## src/rtl/dpwm_pkg.sv

```systemverilog
`timescale 1ns/1ps
package dpwm_pkg;
   // bit distance between the per-channel slices of the control word
   localparam int CH_STRIDE = 16;

   typedef enum logic {
      PH_LOW  = 1'b0,
      PH_HIGH = 1'b1
   } phase_e;

   // number of control bits one channel uses: divider, select, two gates
   function automatic int ctrl_fld_w(input int div_w, input int sel_w);
      return div_w + sel_w + 2;
   endfunction

   // mask of the control bits that are actually stored
   function automatic logic [31:0] ctrl_mask(input int nch, input int fld_w);
      logic [31:0] m;
      m = '0;
      for (int c = 0; c < nch; c++) begin
         for (int b = 0; b < fld_w; b++) begin
            m[c*CH_STRIDE + b] = 1'b1;
         end
      end
      return m;
   endfunction
endpackage

```

## src/rtl/dpwm_regs.sv

```systemverilog
`timescale 1ns/1ps
module dpwm_regs
   import dpwm_pkg::*;
#(
   parameter int NUM_CH = 2,
   parameter int DATA_W = 32,
   parameter int CNT_W  = 16,
   parameter int DIV_W  = 7,
   parameter int SEL_W  = 2,
   parameter int ADDR_W = 2
) (
   input  logic                             clk,
   input  logic                             rst_n,
   input  logic [ADDR_W-1:0]                bus_addr,
   input  logic                             bus_we,
   input  logic [DATA_W-1:0]                bus_wdata,
   output logic [DATA_W-1:0]                bus_rdata,
   output logic [NUM_CH-1:0][DIV_W-1:0]     ch_div,
   output logic [NUM_CH-1:0][SEL_W-1:0]     ch_sel,
   output logic [NUM_CH-1:0]                ch_cken,
   output logic [NUM_CH-1:0]                ch_outen,
   output logic [NUM_CH-1:0][CNT_W-1:0]     ch_hi,
   output logic [NUM_CH-1:0][CNT_W-1:0]     ch_lo
);
   localparam int FLD_W   = ctrl_fld_w(DIV_W, SEL_W);
   localparam int SEL_LSB = DIV_W;
   localparam int CK_BIT  = DIV_W + SEL_W;
   localparam int OE_BIT  = DIV_W + SEL_W + 1;
   localparam logic [DATA_W-1:0] CTRL_MASK = DATA_W'(ctrl_mask(NUM_CH, FLD_W));

   logic [DATA_W-1:0]              ctrl_q;
   logic [NUM_CH-1:0][DATA_W-1:0]  duty_q;

   always_ff @(posedge clk) begin
      if (!rst_n) begin
         ctrl_q <= '0;
         duty_q <= '0;
      end else if (bus_we) begin
         if (bus_addr == '0) begin
            ctrl_q <= bus_wdata & CTRL_MASK;
         end
         for (int c = 0; c < NUM_CH; c++) begin
            if (bus_addr == ADDR_W'(c + 1)) begin
               duty_q[c] <= bus_wdata;
            end
         end
      end
   end

   always_comb begin
      bus_rdata = '0;
      if (bus_addr == '0) begin
         bus_rdata = ctrl_q;
      end
      for (int c = 0; c < NUM_CH; c++) begin
         if (bus_addr == ADDR_W'(c + 1)) begin
            bus_rdata = duty_q[c];
         end
      end
   end

   for (genvar c = 0; c < NUM_CH; c++) begin : g_fld
      assign ch_div[c]   = ctrl_q[c*CH_STRIDE +: DIV_W];
      assign ch_sel[c]   = ctrl_q[c*CH_STRIDE + SEL_LSB +: SEL_W];
      assign ch_cken[c]  = ctrl_q[c*CH_STRIDE + CK_BIT];
      assign ch_outen[c] = ctrl_q[c*CH_STRIDE + OE_BIT];
      assign ch_hi[c]    = duty_q[c][DATA_W-1 -: CNT_W];
      assign ch_lo[c]    = duty_q[c][CNT_W-1:0];
   end
endmodule

```

## src/rtl/dpwm_prescaler.sv

```systemverilog
`timescale 1ns/1ps
module dpwm_prescaler #(
   parameter int DIV_W = 7
) (
   input  logic             clk,
   input  logic             rst_n,
   input  logic             clr,
   input  logic             src_pulse,
   input  logic [DIV_W-1:0] div,
   output logic             tick,
   output logic [DIV_W-1:0] cnt
);
   logic [DIV_W-1:0] cnt_q;

   always_ff @(posedge clk) begin
      if (!rst_n || clr) begin
         cnt_q <= '0;
      end else if (src_pulse) begin
         if (cnt_q >= div) cnt_q <= '0;
         else              cnt_q <= cnt_q + 1'b1;
      end
   end

   assign tick = !clr && src_pulse && (cnt_q >= div);
   assign cnt  = cnt_q;
endmodule

```

## src/rtl/dpwm_phase_gen.sv

```systemverilog
`timescale 1ns/1ps
module dpwm_phase_gen
   import dpwm_pkg::*;
#(
   parameter int CNT_W = 16
) (
   input  logic             clk,
   input  logic             rst_n,
   input  logic             run,
   input  logic             tick,
   input  logic [CNT_W-1:0] duty_hi,
   input  logic [CNT_W-1:0] duty_lo,
   output logic             pwm
);
   phase_e           phase_q;
   logic [CNT_W-1:0] cnt_q;
   logic [CNT_W-1:0] sh_hi_q;
   logic [CNT_W-1:0] sh_lo_q;
   logic             steady;
   logic             hi_end;
   logic             lo_end;

   assign steady = (sh_hi_q == '0) || (sh_lo_q == '0);
   assign hi_end = (cnt_q == CNT_W'(sh_hi_q - 1'b1));
   assign lo_end = (cnt_q == CNT_W'(sh_lo_q - 1'b1));

   always_ff @(posedge clk) begin
      if (!rst_n) begin
         phase_q <= PH_HIGH;
         cnt_q   <= '0;
         sh_hi_q <= '0;
         sh_lo_q <= '0;
      end else if (!run) begin
         phase_q <= PH_HIGH;
         cnt_q   <= '0;
         sh_hi_q <= duty_hi;
         sh_lo_q <= duty_lo;
      end else if (tick) begin
         if (steady) begin
            phase_q <= PH_HIGH;
            cnt_q   <= '0;
            sh_hi_q <= duty_hi;
            sh_lo_q <= duty_lo;
         end else if (phase_q == PH_HIGH) begin
            if (hi_end) begin
               phase_q <= PH_LOW;
               cnt_q   <= '0;
               sh_hi_q <= duty_hi;
               sh_lo_q <= duty_lo;
            end else begin
               cnt_q <= cnt_q + 1'b1;
            end
         end else begin
            if (lo_end) begin
               phase_q <= PH_HIGH;
               cnt_q   <= '0;
               sh_hi_q <= duty_hi;
               sh_lo_q <= duty_lo;
            end else begin
               cnt_q <= cnt_q + 1'b1;
            end
         end
      end
   end

   assign pwm = run && (sh_hi_q != '0) && ((sh_lo_q == '0) || (phase_q == PH_HIGH));
endmodule

```

## src/rtl/dual_phase_pwm.sv

```systemverilog
`timescale 1ns/1ps
module dual_phase_pwm
   import dpwm_pkg::*;
#(
   parameter int NUM_CH = 2,
   parameter int DATA_W = 32,
   parameter int CNT_W  = 16,
   parameter int DIV_W  = 7,
   parameter int SEL_W  = 2,
   localparam int NUM_SRC = 1 << SEL_W,
   localparam int ADDR_W  = $clog2(NUM_CH + 2)
) (
   input  logic               clk,
   input  logic               rst_n,
   input  logic [NUM_SRC-1:0] src_tick,
   input  logic [ADDR_W-1:0]  bus_addr,
   input  logic               bus_we,
   input  logic [DATA_W-1:0]  bus_wdata,
   output logic [DATA_W-1:0]  bus_rdata,
   output logic [NUM_CH-1:0]  pwm_out
);
   if (2 * CNT_W != DATA_W) begin : g_bad_duty
      $error("duty word must hold exactly two phase counts");
   end
   if (ctrl_fld_w(DIV_W, SEL_W) > CH_STRIDE) begin : g_bad_fld
      $error("channel control fields exceed their slice");
   end
   if (NUM_CH * CH_STRIDE > DATA_W) begin : g_bad_nch
      $error("too many channels for one control word");
   end

   logic [NUM_CH-1:0][DIV_W-1:0] div_w;
   logic [NUM_CH-1:0][SEL_W-1:0] sel_w;
   logic [NUM_CH-1:0]            cken_w;
   logic [NUM_CH-1:0]            outen_w;
   logic [NUM_CH-1:0][CNT_W-1:0] hi_w;
   logic [NUM_CH-1:0][CNT_W-1:0] lo_w;
   logic [NUM_CH-1:0]            run_w;
   logic [NUM_CH-1:0]            tick_w;
   logic [NUM_CH-1:0][DIV_W-1:0] presc_w;

   dpwm_regs #(
      .NUM_CH(NUM_CH), .DATA_W(DATA_W), .CNT_W(CNT_W),
      .DIV_W(DIV_W), .SEL_W(SEL_W), .ADDR_W(ADDR_W)
   ) regs_i (
      .clk      (clk),
      .rst_n    (rst_n),
      .bus_addr (bus_addr),
      .bus_we   (bus_we),
      .bus_wdata(bus_wdata),
      .bus_rdata(bus_rdata),
      .ch_div   (div_w),
      .ch_sel   (sel_w),
      .ch_cken  (cken_w),
      .ch_outen (outen_w),
      .ch_hi    (hi_w),
      .ch_lo    (lo_w)
   );

   for (genvar c = 0; c < NUM_CH; c++) begin : g_ch
      logic src_pulse;

      assign run_w[c] = cken_w[c] && outen_w[c];

      if (NUM_SRC == 1) begin : g_one_src
         assign src_pulse = src_tick[0];
      end else begin : g_mux_src
         assign src_pulse = src_tick[sel_w[c]];
      end

      dpwm_prescaler #(.DIV_W(DIV_W)) presc_i (
         .clk      (clk),
         .rst_n    (rst_n),
         .clr      (!run_w[c]),
         .src_pulse(src_pulse),
         .div      (div_w[c]),
         .tick     (tick_w[c]),
         .cnt      (presc_w[c])
      );

      dpwm_phase_gen #(.CNT_W(CNT_W)) phase_i (
         .clk    (clk),
         .rst_n  (rst_n),
         .run    (run_w[c]),
         .tick   (tick_w[c]),
         .duty_hi(hi_w[c]),
         .duty_lo(lo_w[c]),
         .pwm    (pwm_out[c])
      );
   end
endmodule

```

## config.mk

```make
export PLATFORM = sky130hd
export DESIGN_NAME = dual_phase_pwm
export DESIGN_NICKNAME = d
export VERILOG_FILES = /design/src/rtl/dpwm_pkg.sv /design/src/rtl/dpwm_regs.sv /design/src/rtl/dpwm_prescaler.sv /design/src/rtl/dpwm_phase_gen.sv /design/src/rtl/dual_phase_pwm.sv
export SDC_FILE = /design/constraint.sdc
export NUM_CORES = 1
export LEC_CHECK = 0
export BUFFER_PORTS_ARGS = -buffer_cell sky130_fd_sc_hd__buf_2
export CAP_MARGIN = 25
export CELL_PAD_IN_SITES_DETAIL_PLACEMENT = 1
export CELL_PAD_IN_SITES_GLOBAL_PLACEMENT = 1
export CORE_MARGIN = 2
export CORE_UTILIZATION = 26
export CTS_BUF_LIST = sky130_fd_sc_hd__clkbuf_16
export CTS_CLUSTER_SIZE = 16
export DETAILED_ROUTE_END_ITERATION = 8
export GPL_ROUTABILITY_DRIVEN = 1
export PLACE_DENSITY = 0.55
export SLEW_MARGIN = 20
export SYNTH_ARGS = -nofsm -noshare
export SYNTH_HDL_FRONTEND = slang
export SYNTH_SLANG_ARGS = --single-unit
```

## constraint.sdc

```tcl
create_clock -name clk -period 3.22 [get_ports clk]
set_input_delay 0.322 -clock clk [delete_from_list [all_inputs] [get_ports clk]]
set_output_delay 0.322 -clock clk [all_outputs]
set_load 0.05 [all_outputs]
```

### Word level (Yosys, flattened, before mapping)

Cells that the tools add are included.

| storage, ports and cells | value |
|---|---|
| bits in registers | 198 |
| bits in latches | 0 |
| memory bits (writable) | 0 |
| memory bits (read-only) | 0 |
| memories kept | 0 |

| operators by class | value |
|---|---|
| add/sub/neg operators | 8 |
| multiply operators | 0 |
| div/mod/pow operators | 0 |
| magnitude comparators | 4 |
| eq/ne operators | 12 |
| shift-type cells | 0 |
| muxes and demuxes | 49 |
| bitwise operators | 0 |
| reduce and logical (&&, ||, !) cells | 33 |

Operator list:

| cell | count |
|---|---|
| $mux W16 | 32 |
| $eq A16 B16 Y1 | 4 |
| $logic_not A16 Y1 | 4 |
| $mux W32 | 2 |
| $sub A16 B1 Y16 const B | 4 |
| $add A16 B1 Y16 const B | 2 |
| $reduce_bool A16 Y1 | 2 |
| $mux W27 | 1 |
| $ne A4 B4 Y1 const B | 4 |
| $add A7 B1 Y7 const B | 2 |
| $ge A7 B7 Y1 | 2 |
| $mux W7 | 2 |
| $logic_and A1 B1 Y1 | 10 |
| $mux W1 | 10 |
| $reduce_and A2 Y1 | 5 |
| $logic_or A1 B1 Y1 | 6 |
| $lt A2 B3 Y1 const B | 2 |
| $reduce_and A3 Y1 | 2 |
| $bmux W1 S2 | 2 |
| $ne A2 B2 Y1 const B | 2 |
| $logic_not A1 Y1 | 3 |
| $eq A2 B1 Y1 const B | 1 |
| $eq A2 B2 Y1 const B | 1 |
| $logic_not A2 Y1 | 1 |

### Logic depth before layout (Yosys ltp)

Gate-level depths: netlist of the first run.

| depth | value |
|---|---|
| depth in word-level cells | 7 |
| depth in mapped cells | 13 |
| mapped depth without buffers | 10 |

### Modules after synthesis

Synthesis of the first run repeated with hierarchy kept, for this count alone.

| unflattened totals | value |
|---|---|
| cells, all modules | 1314 |
| area, all modules | 11353.4 µm² |

Modules (own cells, without submodules):

| module | instances | cells each | area each (µm²) | sequential area each (µm²) |
|---|---|---|---|---|
| dpwm_regs | 1 | 384 | 3769.9 | 1721.7 |
| dpwm_phase_gen (g_ch[1].phase_i) | 1 | 403 | 3276.9 | 980.9 |
| dpwm_phase_gen (g_ch[0].phase_i) | 1 | 403 | 3273.1 | 980.9 |
| dpwm_prescaler | 2 | 59 | 484.2 | 140.1 |
| dual_phase_pwm | 1 | 6 | 65.1 | 0.0 |

### Worst setup path before layout of the first run

OpenSTA, ideal clock, no wires.

| timing path | value |
|---|---|
| path type | register to register |
| start | reg g_ch[1].phase_i.sh_lo_q[0] |
| end | reg g_ch[1].phase_i.cnt_q[8] |
| library setup time | 0.115 ns |
| data arrival time | 2.846 ns |
| data required time | 3.105 ns |
| path slack | 0.259 ns |
| stages on the path, launching flop included | 14 |
| path buffers | 3 |
| clock period less this slack | 2.961 ns |
| cells stage by stage | dfxtp_1 > clkbuf_1 > inv_1 > ha_1 > clkbuf_1 > nand2b_1 > nor2_1 > or3_1 > a211o_1 > o41a_1 > o22ai_1 > a21o_1 > buf_4 > nor2_1 |

| on the way | value |
|---|---|
| word-level cells in the longest chain between the ends | 5 |
| elaborated cells on any way between the ends | 7 |
| those cells by class | add/sub (1); eq/ne (1); mux (3); reduce/logical (2) |

RTL lines:

| item | RTL line | RTL |
|---|---|---|
| start, declared | dpwm_phase_gen.sv:18 | `logic [CNT_W-1:0] sh_lo_q;` |
| start signal, assigned | dpwm_phase_gen.sv:37 | `sh_lo_q <= duty_lo;` |
| start signal, assigned | dpwm_phase_gen.sv:43 | `sh_lo_q <= duty_lo;` |
| start signal, assigned | dpwm_phase_gen.sv:49 | `sh_lo_q <= duty_lo;` |
| $sub A16 B1 Y16 | dpwm_phase_gen.sv:25 | `assign lo_end = (cnt_q == CNT_W'(sh_lo_q - 1'b1));` |
| $eq A16 B16 Y1 | dpwm_phase_gen.sv:25 |  |
| $mux W16 | dpwm_phase_gen.sv:54 | `if (lo_end) begin` |
| $mux W16 | dpwm_phase_gen.sv:44 | `end else if (phase_q == PH_HIGH) begin` |
| $mux W16 (*) | dpwm_phase_gen.sv:39 | `if (steady) begin` |
| end signal, assigned | dpwm_phase_gen.sv:51 | `cnt_q <= cnt_q + 1'b1;` |
| end signal, assigned | dpwm_phase_gen.sv:60 | `cnt_q <= cnt_q + 1'b1;` |
| end, declared | dpwm_phase_gen.sv:16 | `logic [CNT_W-1:0] cnt_q;` |

Mark *: on every way between the ends. The rest lies on a longest branch, timed or not.
A chain may end at the register's enable or synchronous reset.

### Worst setup path after layout of the first run

| timing path | value |
|---|---|
| start | reg g_ch[0].phase_i.sh_hi_q[6] |
| end | reg g_ch[0].phase_i.sh_lo_q[3] |

| on the way | value |
|---|---|
| word-level cells in the longest chain between the ends | 5 |
| elaborated cells on any way between the ends | 10 |
| those cells by class | add/sub (1); eq/ne (3); mux (3); reduce/logical (3) |

RTL lines:

| item | RTL line | RTL |
|---|---|---|
| start, declared | dpwm_phase_gen.sv:17 | `logic [CNT_W-1:0] sh_hi_q;` |
| start signal, assigned | dpwm_phase_gen.sv:36 | `sh_hi_q <= duty_hi;` |
| start signal, assigned | dpwm_phase_gen.sv:42 | `sh_hi_q <= duty_hi;` |
| start signal, assigned | dpwm_phase_gen.sv:48 | `sh_hi_q <= duty_hi;` |
| parallel branches: the longest is 5 deep, another holds $sub A16 B1 Y16 | n/a |  |
| end signal, assigned | dpwm_phase_gen.sv:37 |  |
| end signal, assigned | dpwm_phase_gen.sv:43 |  |
| end signal, assigned | dpwm_phase_gen.sv:49 |  |
| end, declared | dpwm_phase_gen.sv:18 |  |

Parallel ways; which one is timed is not known. The select of a mux whose other input is x is not followed.

==> metrics.cfg, run 1 <==
[outcome]
outcome=completed

[power]
worst_ir_drop_vdd_mv=0.2197
p_leak_nw=4.719
switching_power_mw=1.540
share_comb_of_total_power_pct=12.4
switching_share_pct=28.32
power_per_cell_area_nw_per_um2=413.4
p_int_mw=3.899
seq_power_share_pct=47.0
clockPowerShare_pct=40.6

[worst_setup_path]
startpoint_type=flop
path_class=reg2reg
regToRegSetupSlack_ns=0.17
arrival_ns=3.43
cp_max_fo=32
crit_required_ns=3.60
crit_path_end_kind=flop

[cells_and_area]
drive_gt1_share_pct=13.44
nets=1546
fill_cells=5185
syn_to_final_growth_pct=16.05
final_util_pct=30.54
n_antenna_cell=0
stdcell_count=2081

[synth]
async_reset_ff_share_pct=0
netlist_instances=1425
synth.top_cells.by_area=dfxtp_1 (35%), nand2_1 (12%), mux2i_1 (8.3%)
synth_flop_cell=dfxtp_1
synth_seq_cells=198
synth_warnings=0
synth_most_common_cell=nand2_1
synth_top_area_cell=dfxtp_1
seq_area_frac_synth_pct=34.97
yosys.area.top_type_share_pct=34.97
synth_edf_count=0
synth_nets=1488
avgSynthCellArea_um2=7.955
ys_types=77
synth_common_cells=nand2_1 (377), dfxtp_1 (198), mux2i_1 (94)
syn_area_um2=11340

[clocking]
clk_latency_ns=0.46
cts_tree=built
clock_path_buffers=2
root_buffer=clkbuf_16
path_clk_slew_ns=0.08
clock_sinks=198
htree_levels=4
numCtsBuffers=17

[drt]
drc_errors=0
first_pass_iters=6
ant_nets=0
wl_per_cell_um=18.17
vias_per_cell=4.891
routed_wl_um=37820
drt_iter0_markers=518
vias=10180

[placed_design]
routabilityCongestion=0.7934
dp.cells=2049
post-place-ws_ns=0.1235
port_buffers=74
dpl.hpwl_um=28490

[die]
core_um2=43080
die_height_um=212.8
start_util_pct=26.32
fp.dieW_um=212.8
num_io_pins=75
row_count=76
dieArea_um2=45290

[timing]
period_minus_slack_ns=3.046
tns_ns=0
slew_headroom_pct=42.90
rsz0062_at_grt=no
timing.final.max_slew_violations=0
tightest_slew_ns=0.8565
timing.final.ws_setup_ns=0.1744
fin_crit_sh_pct=94.58
fin_skew_ns=0.01125
fmax_mhz=328.3
setup_violations=0
hold_viol=0

[flow_run]
maxCapViolCount=0

[global_routing]
gr-total-overflow=0
grt_pass1_vias=10350
grt.total_usage_pct=17.21
grt_start_max_net_pins=93
grt_pass1_wl_um=59750
antenna_found_initial=0

[worst_hold_path]
hp-class=in2reg

==> critical path: stages (launching register included) <==
cell and delay [ns]:
dfxtp_1 0.38, or3_1 0.42, nor3b_1 0.41, xnor2_1 0.13, o41ai_1 0.30, o211ai_1 0.22
or4b_4 0.53, nor4b_4 0.15, buf_12 0.20, mux2i_1 0.21
==> power groups by stage <==
stage	Clock, mW	Combinational (mW)	Sequential [mW]
after global placement	0	0.661	2.61
after floorplan	0	0.442	2.59
after CTS	2.30	0.676	2.56
after global routing	2.38	0.744	2.57
final	2.21	0.674	2.56
after detailed placement	0	0.673	2.62
==> flip-flops by register name, indices dropped and copies added (netlist names) <==
| name | cells |
|---|---|
| g_ch.phase_i.cnt_q | 32 |
| regs_i.ch_hi | 32 |
| g_ch.phase_i.sh_hi_q | 32 |
| regs_i.ch_lo | 32 |
| regs_i.ctrl_q | 22 |
| g_ch.presc_i.cnt | 14 |
| g_ch.phase_i.phase_q | 2 |
| g_ch.phase_i.sh_lo_q | 32 |
==> layer usage <==
metal  global-route usage [%]  up-vias  wire length (um)
li1                         -     4997                 -
met3                    2.633       24              1098
met4                    3.738        0               350
met5                        0        -                 0
met2                    27.60      144             17110
met1                    24.31     5013             19260
==> per-stage QoR <==
step | hold WS (ns) | power (mW) | area, um^2
floorplan | 0.4477 | 3.031 | 11340
global placement | 0.4600 | 3.276 | 12560
detailed placement | 0.4696 | 3.289 | 12560
CTS | 0.09660 | 5.533 | 13130
global route | 0.1073 | 5.692 | 13160
finish | 0.1226 | 5.439 | 13160
==> what timing repair did <==
action	4_1_cts	5_1_grt
endpoints found under the setup margin	0	64
resized for setup	0	5
setup buffers	0	0
hold buffers	0	0
==> area by class of cell <==
| class | instances | area [um^2] | share of cell area, % |
|---|---|---|---|
| clock inverters | 15 | 151.4 | 1.151 |
| well taps | 585 | 732.0 | 5.564 |
| repair buffers | 139 | 914.6 | 6.953 |
| inverters | 37 | 138.9 | 1.056 |
| clock buffers | 17 | 425.4 | 3.234 |
| flip-flops and latches | 198 | 3964 | 30.13 |
| multi-input cells | 1090 | 6829 | 51.91 |
==> layout by cell type (no fill, tap or decap), drive strengths merged, types with 32 or more instances in the layout <==
master	instances
xnor2	68
buf	139
xor2	40
dfxtp	198
o21ai	36
nand2	377
nand3	37
inv	43
nor2	58
a21boi	90
nor3	32
mux2i	94
==> worst paths after layout <==
path / cells after the start / end / start
max: 9 / g_ch[0].phase_i.sh_lo_q[3]$_SDFFE_PN0P_ / g_ch[0].phase_i.sh_hi_q[6]$_SDFFE_PN0P_
min: 3 / regs_i.ch_lo[12]$_SDFFE_PN0P_ / bus_wdata[12]
max reg2reg: 9 / g_ch[0].phase_i.sh_lo_q[3]$_SDFFE_PN0P_ / g_ch[0].phase_i.sh_hi_q[6]$_SDFFE_PN0P_
min reg2reg: 2 / g_ch[1].phase_i.sh_hi_q[11]$_SDFFE_PN0P_ / regs_i.ch_hi[27]$_SDFFE_PN0P_
==> logic make-up after synthesis <==
| kind of cell | share of synthesized area, % |
|---|---|
| and+or+nand+nor | 26.56 |
| buffers and inverters | 5.055 |
| muxes | 8.698 |
| DFF | 34.97 |
| xor gates and xnor gates | 8.344 |
| adders and majority gates | 2.428 |
| AOI/OAI and AO/OA | 13.95 |
Power figures use the tool's default switching activity.
==> inputs of run 2 (changes only) <==
--- a/config.mk
+++ b/config.mk
@@ -15,7 +15,7 @@
 export CTS_CLUSTER_SIZE = 16
 export DETAILED_ROUTE_END_ITERATION = 8
 export GPL_ROUTABILITY_DRIVEN = 1
-export PLACE_DENSITY = 0.55
+export PLACE_DENSITY_LB_ADDON = 0.1
 export SLEW_MARGIN = 20
 export SYNTH_ARGS = -nofsm -noshare
 export SYNTH_HDL_FRONTEND = slang
==> run 2 against run 1 <==
Combinational power rose by 4.0%. Setup slack got worse by 0.040 ns. Clock skew grew 0.0025 ns. Via count shrank 0.42%. Utilization increased by 0.51 points. Fmax fell by 1.3%. Global-route usage up 1.1 points. Non-clock buffer count is 18 higher. Die area unchanged. Cell area up 1.7%. Highest routed layer unchanged.
==> metrics.cfg, run 2 (synthesis results as in run 1) <==
[outcome]
outcome=completed

[worst_setup_path]
arrival_ns=3.47  ; +0.04 ns
crit_path_end_kind=flop
critical_path.slowest_cell=or4_1
reg2reg_depth=9  ; unchanged
startpoint_type=flop
crit_required_ns=3.60  ; about the same
crit_path_max_incr_delay_ns=0.60  ; +0.07 ns
path_class=reg2reg
cp_max_fo=14  ; -56%
cp_cell_sequence=or4_1 -> nor3_2 -> buf_4 -> a21oi_1 -> nor4b_2 -> nand4_1 -> o31a_1 -> o21a_1 -> and3_2

[timing]
hold_viol=0  ; unchanged
fin_crit_sh_pct=95.82  ; +1.2 points
setup_violations=0  ; unchanged
period_minus_slack_ns=3.085  ; +0.03976 ns
slew_headroom_pct=47.79  ; +4.9 points
timing.final.ws_setup_ns=0.1346  ; -0.03976 ns
fmax_mhz=324.1  ; -1.3%
fin_skew_ns=0.01378  ; +0.002530 ns
timing.final.max_slew_violations=0  ; unchanged
tightest_slew_ns=0.7827  ; -0.07381 ns

[cells_and_area]
syn_to_final_growth_pct=17.98
drive_gt1_share_pct=15.26  ; +1.8 points
nets=1564  ; +1.2%
layout_commonest_cell=nand2_1
fill_cells=5152  ; -0.64%
final_util_pct=31.05  ; +0.51 points
n_antenna_cell=0  ; unchanged
mostFrequentLayoutCells=nand2_1 (377), dfxtp_1 (195), mux2i_1 (93)

[global_routing]
gr-total-overflow=0  ; unchanged
grt.total_usage_pct=18.31  ; +1.1 points
antenna_found_initial=0  ; unchanged
grt_pass1_vias=10440  ; +0.79%
grt_pass1_wl_um=61870  ; +3.5%
grt_start_max_net_pins=120  ; +29%

[placed_design]
post-place-ws_ns=-0.05640  ; -0.1799 ns
routabilityCongestion=0.8131  ; +2.5%
port_buffers=74  ; unchanged
dpl.hpwl_um=30220  ; +6.1%

[drt]
drc_errors=0  ; unchanged
ant_nets=0  ; unchanged
vias_per_cell=4.828  ; -1.3%
first_pass_iters=4  ; -2
routed_wl_um=39720  ; +5.0%
wl_per_cell_um=18.92  ; +4.1%
vias=10140  ; -0.42%
drt_iter0_markers=408  ; -21%

[clocking]
cts_tree=built
root_buffer=clkbuf_16
clock_path_buffers=2  ; unchanged
path_clk_slew_ns=0.07  ; about the same
htree_levels=4  ; unchanged
clock_sinks=198  ; unchanged
clk_latency_ns=0.49  ; +0.03 ns
numCtsBuffers=17  ; unchanged

[worst_hold_path]
holdPathStages=3  ; unchanged
hp-class=in2reg

[die]
fp.dieW_um=212.8  ; unchanged
start_util_pct=26.32  ; unchanged
dieArea_um2=45290  ; unchanged
die_height_um=212.8  ; unchanged
row_count=76  ; unchanged
num_io_pins=75  ; unchanged
core_um2=43080  ; unchanged

[power]
p_leak_nw=4.849  ; +2.7%
power_per_cell_area_nw_per_um2=404.6  ; -2.1%
worst_ir_drop_vdd_mv=0.3576  ; +63%

[flow_run]
maxCapViolCount=0  ; unchanged

[run 2: cell count changes in the layout (fill, tap and decap cells not counted), moves of 2 or more]
| cell | previous run | this run |
|---|---|---|
| dfxtp_1 | 198 | 195 |
| nor4_2 | 4 | 2 |
| inv_6 | 5 | 3 |
| clkinv_2 | 1 | 4 |
| clkinv_1 | 2 | 0 |
| clkinv_4 | 1 | 3 |
| nor3_2 | 4 | 6 |
| dfxtp_2 | 0 | 3 |
| buf_4 | 61 | 75 |
| nor3_1 | 27 | 24 |
| buf_12 | 4 | 7 |
[run 2: stage by stage]
step           setup TNS (ns)  power, mW  std cells  area [um^2]  hold WS (ns)
2_1_floorplan               0      3.031       1425        11340        0.4477
3_3_place_gp                0      3.300       2061        12680        0.4609
3_5_place_dp          -0.4770      3.307       2061        12680        0.4688
4_1_cts                     0      5.505       2096        13270       0.05438
5_1_grt              -0.02978      5.668       2099        13370       0.08259
6_report                    0      5.412       2099        13370       0.09460
[run 2: path summary, 6_finish.rpt]
check                                          start                                       to  slack [ns]
min                                    bus_wdata[15]            regs_i.ch_lo[15]$_SDFFE_PN0P_        0.09
max reg2reg  g_ch[0].phase_i.sh_lo_q[2]$_SDFFE_PN0P_    g_ch[0].phase_i.cnt_q[1]$_SDFFE_PN0P_        0.13
max          g_ch[0].phase_i.sh_lo_q[2]$_SDFFE_PN0P_    g_ch[0].phase_i.cnt_q[1]$_SDFFE_PN0P_        0.13
min reg2reg            regs_i.ch_hi[22]$_SDFFE_PN0P_  g_ch[1].phase_i.sh_hi_q[6]$_SDFFE_PN0P_        0.47
[run 2: where the power goes]
group          leakage, nW  internal, mW  switching (mW)
registers             1.60          2.50          0.0541
clock network        0.271          1.07            1.09
logic                 2.97         0.267           0.434
total                 4.85          3.83            1.58
[run 2: what timing repair did]
item                       4_1_cts  5_1_grt
hold buffers                     0        0
hold endpoints to repair         0        0
gates resized for setup          4       16
setup endpoints to repair       25       59
pin swaps                        3        6
setup buffers                    3        4
[run 2: cell type report]
class | count | area (um^2) | share of cell area [%]
Tap cell | 585 | 732.0 | 5.473
Clock buffer | 17 | 425.4 | 3.181
Sequential cell | 198 | 3968 | 29.67
Multi-Input combinational cell | 1090 | 6888 | 51.50
Clock inverter | 15 | 128.9 | 0.9636
Timing Repair Buffer | 157 | 1094 | 8.177
Inverter | 37 | 138.9 | 1.038
[run 2: layer usage]
| layer | track usage (%) | share of wire (%) | vias up |
|---|---|---|---|
| met3 | 3.250 | 2.6 | 30 |
| li1 | - | - | 5028 |
| met4 | 5.136 | 1.4 | 0 |
| met1 | 25.49 | 52 | 4974 |
| met2 | 28.93 | 44 | 103 |
| met5 | 0 | 0 | - |
[run 2: worst max-delay path, delay by kind of cell (launching register included)]
family	cells	cell delay, ns
compound gates	3	0.76
buf+inv	1	0.20
flops	1	0.31
simple gates	5	1.70
==> inputs of run 3 (changes only) <==
--- a/config.mk
+++ b/config.mk
@@ -15,7 +15,7 @@
 export CTS_CLUSTER_SIZE = 16
 export DETAILED_ROUTE_END_ITERATION = 8
 export GPL_ROUTABILITY_DRIVEN = 1
-export PLACE_DENSITY_LB_ADDON = 0.1
+export PLACE_DENSITY = 0.61
 export SLEW_MARGIN = 20
 export SYNTH_ARGS = -nofsm -noshare
 export SYNTH_HDL_FRONTEND = slang
==> run 3 against run 2 <==
Clock power fell by 4%. Clock-buffer cell count did not move. Fmax rose by 0.65%. Sequential power barely moved. Sequential cell count did not move. Largest cell class unchanged. Largest power group unchanged.
==> metrics.cfg, run 3 (synthesis results as in run 1) <==
[clocking]
numCtsBuffers=17  ; unchanged
clock_path_buffers=2  ; unchanged
cts_setup_buffers=0  ; -3
clk_latency_ns=0.45  ; -0.04 ns
cts_tree=built
clock_sinks=198  ; unchanged
htree_levels=4  ; unchanged
path_clk_slew_ns=0.07  ; about the same
root_buffer=clkbuf_16

[worst_setup_path]
critical_path.slowest_cell=or4_2
startpoint_type=flop
crit_family=simple AND/OR/NAND/NOR gates
reg2reg_from=g_ch[0].phase_i.sh_hi_q[1]$_SDFFE_PN0P_
arrival_ns=3.38  ; -0.09 ns
cp_max_fo=5  ; -9
crit_buf_inv=1  ; unchanged
crit_path_max_incr_delay_ns=0.74  ; +0.14 ns
crit_required_ns=3.54  ; -0.06 ns
regToRegSetupSlack_ns=0.15  ; +0.02 ns
r2r-end=g_ch[0].phase_i.cnt_q[6]$_SDFFE_PN0P_
crit_path_end_kind=flop
path_class=reg2reg
cp.depth=9  ; unchanged
cp_cell_sequence=inv_1 -> ha_1 -> xnor2_1 -> a2111oi_1 -> nand2_1 -> or4_4 -> or4_2 -> a32oi_1 -> o41ai_1
reg2reg_depth=9  ; unchanged

[timing]
timing.final.max_slew_violations=0  ; unchanged
tightest_slew_ns=0.8899  ; +0.1072 ns
fin_skew_ns=0.01465  ; +0.0008760 ns
period_minus_slack_ns=3.066  ; -0.01985 ns
setup_violations=0  ; unchanged
hold_viol=0  ; unchanged
timing.final.ws_setup_ns=0.1545  ; +0.01985 ns
fin_crit_sh_pct=95.20  ; -0.62 points
slew_headroom_pct=40.68  ; -7.1 points
fmax_mhz=326.2  ; +0.65%

[placed_design]
place_area_um2=12450  ; -1.9%
routabilityCongestion=0.8401  ; +3.3%
port_buffers=74  ; unchanged
dp.cells=2037  ; -1.2%
post-place-ws_ns=0.08026  ; +0.1367 ns
dpl.hpwl_um=28010  ; -7.3%

[worst_hold_path]
holdPathStages=3  ; unchanged
holdCritStartpoint=bus_wdata[0]
holdPathEnd=regs_i.ch_lo[0]$_SDFFE_PN0P_
hp-class=in2reg

[cells_and_area]
layout_commonest_cell=nand2_1
design_area_um2=13020  ; -2.7%
n_antenna_cell=0  ; unchanged
mostFrequentLayoutCells=nand2_1 (377), dfxtp_1 (198), mux2i_1 (94)
stdcell_count=2070  ; -1.4%
drive_gt1_share_pct=12.59  ; -2.7 points
nets=1535  ; -1.9%
syn_to_final_growth_pct=14.85
fill_cells=5215  ; +1.2%

[global_routing]
grt.total_usage_pct=16.84  ; -1.5 points
grt_pass1_wl_um=59440  ; -3.9%
gr-total-overflow=0  ; unchanged
grt_pass1_vias=10480  ; +0.40%
grt_start_max_net_pins=122  ; +1.7%
antenna_found_initial=2  ; +2

[die]
fp.dieW_um=212.8  ; unchanged
dieArea_um2=45290  ; unchanged
start_util_pct=26.32  ; unchanged
num_io_pins=75  ; unchanged
row_count=76  ; unchanged
die_height_um=212.8  ; unchanged
core_um2=43080  ; unchanged

[flow_run]
maxCapViolCount=0  ; unchanged

[drt]
wl_per_cell_um=18.03  ; -4.7%
vias=10200  ; +0.64%
drc_errors=0  ; unchanged
drt_iter0_markers=609  ; +49%
ant_nets=0  ; unchanged
routed_wl_um=37320  ; -6.0%
vias_per_cell=4.928  ; +2.1%
first_pass_iters=5  ; +1

[power]
worst_ir_drop_vdd_mv=0.2532  ; -29%
power_per_cell_area_nw_per_um2=407.6  ; +0.75%
p_leak_nw=4.672  ; -3.6%

[outcome]
outcome=completed

-- run 3: cell count changes in the layout (fill, tap and decap cells not counted), sizes merged --
| cell | before | now |
|---|---|---|
| buf | 156 | 127 |
| inv | 41 | 46 |
| clkinv | 7 | 3 |
| a21o | 5 | 6 |
| clkbuf | 18 | 17 |
| clkinvlp | 3 | 2 |
-- run 3: worst min-delay path: cells and delay by family --
kind            cells  cell delay (ns)
buf+inv             1             0.11
compound gates      1             0.06
simple gates        1             0.05
-- run 3: worst max-delay path by stage --
stage                                         endpoint                                     from
3_5_place_dp     g_ch[1].phase_i.cnt_q[5]$_SDFFE_PN0P_  g_ch[1].phase_i.sh_lo_q[2]$_SDFFE_PN0P_
3_3_place_gp     g_ch[1].phase_i.cnt_q[4]$_SDFFE_PN0P_  g_ch[1].phase_i.sh_lo_q[2]$_SDFFE_PN0P_
6_report         g_ch[0].phase_i.cnt_q[6]$_SDFFE_PN0P_  g_ch[0].phase_i.sh_hi_q[1]$_SDFFE_PN0P_
5_1_grt        g_ch[1].phase_i.sh_hi_q[5]$_SDFFE_PN0P_  g_ch[1].phase_i.sh_lo_q[2]$_SDFFE_PN0P_
2_1_floorplan    g_ch[1].phase_i.cnt_q[8]$_SDFFE_PN0P_  g_ch[1].phase_i.sh_lo_q[0]$_SDFFE_PN0P_
4_1_cts          g_ch[1].phase_i.cnt_q[5]$_SDFFE_PN0P_  g_ch[1].phase_i.sh_lo_q[2]$_SDFFE_PN0P_
-- run 3: timing repair --
action / in CTS / in global routing
resized for setup: 0 / 6
hold buffers: 0 / 0
setup endpoints to repair: 0 / 42
-- run 3: cell type report --
type | count | area [um^2] | area share [%]
Multi-Input combinational cell | 1091 | 6833 | 52.48
Inverter | 37 | 138.9 | 1.067
Sequential cell | 198 | 3964 | 30.45
Tap cell | 585 | 732.0 | 5.622
Timing Repair Buffer | 127 | 812.0 | 6.237
Clock buffer | 17 | 425.4 | 3.268
Clock inverter | 15 | 113.9 | 0.8746
-- run 3: where the power goes --
group	leakage [nW]	switching (mW)	internal (mW)	total [mW]
logic	2.79	0.421	0.248	0.669
registers	1.60	0.0594	2.50	2.56
clock network	0.280	1.02	1.06	2.08
-- run 3: per-layer routing --
metal | vias up | routed length, um | GRT usage [%]
met5 | - | 28 | 0
met4 | 4 | 442 | 3.714
met3 | 26 | 1401 | 2.942
met2 | 164 | 16220 | 26.27
met1 | 5041 | 19230 | 24.15
li1 | 4965 | - | -
-- run 3: per-stage QoR --
stage               hold WS (ns)   TNS, ns  utilization, %  power, mW
finish                    0.1323         0           30.22      5.307
global route              0.1279  -0.01185           30.22      5.536
CTS                       0.1058         0           30.15      5.355
detailed placement        0.4695         0           28.90      3.272
global placement          0.4602         0           28.90      3.257
floorplan                 0.4477         0               -      3.031
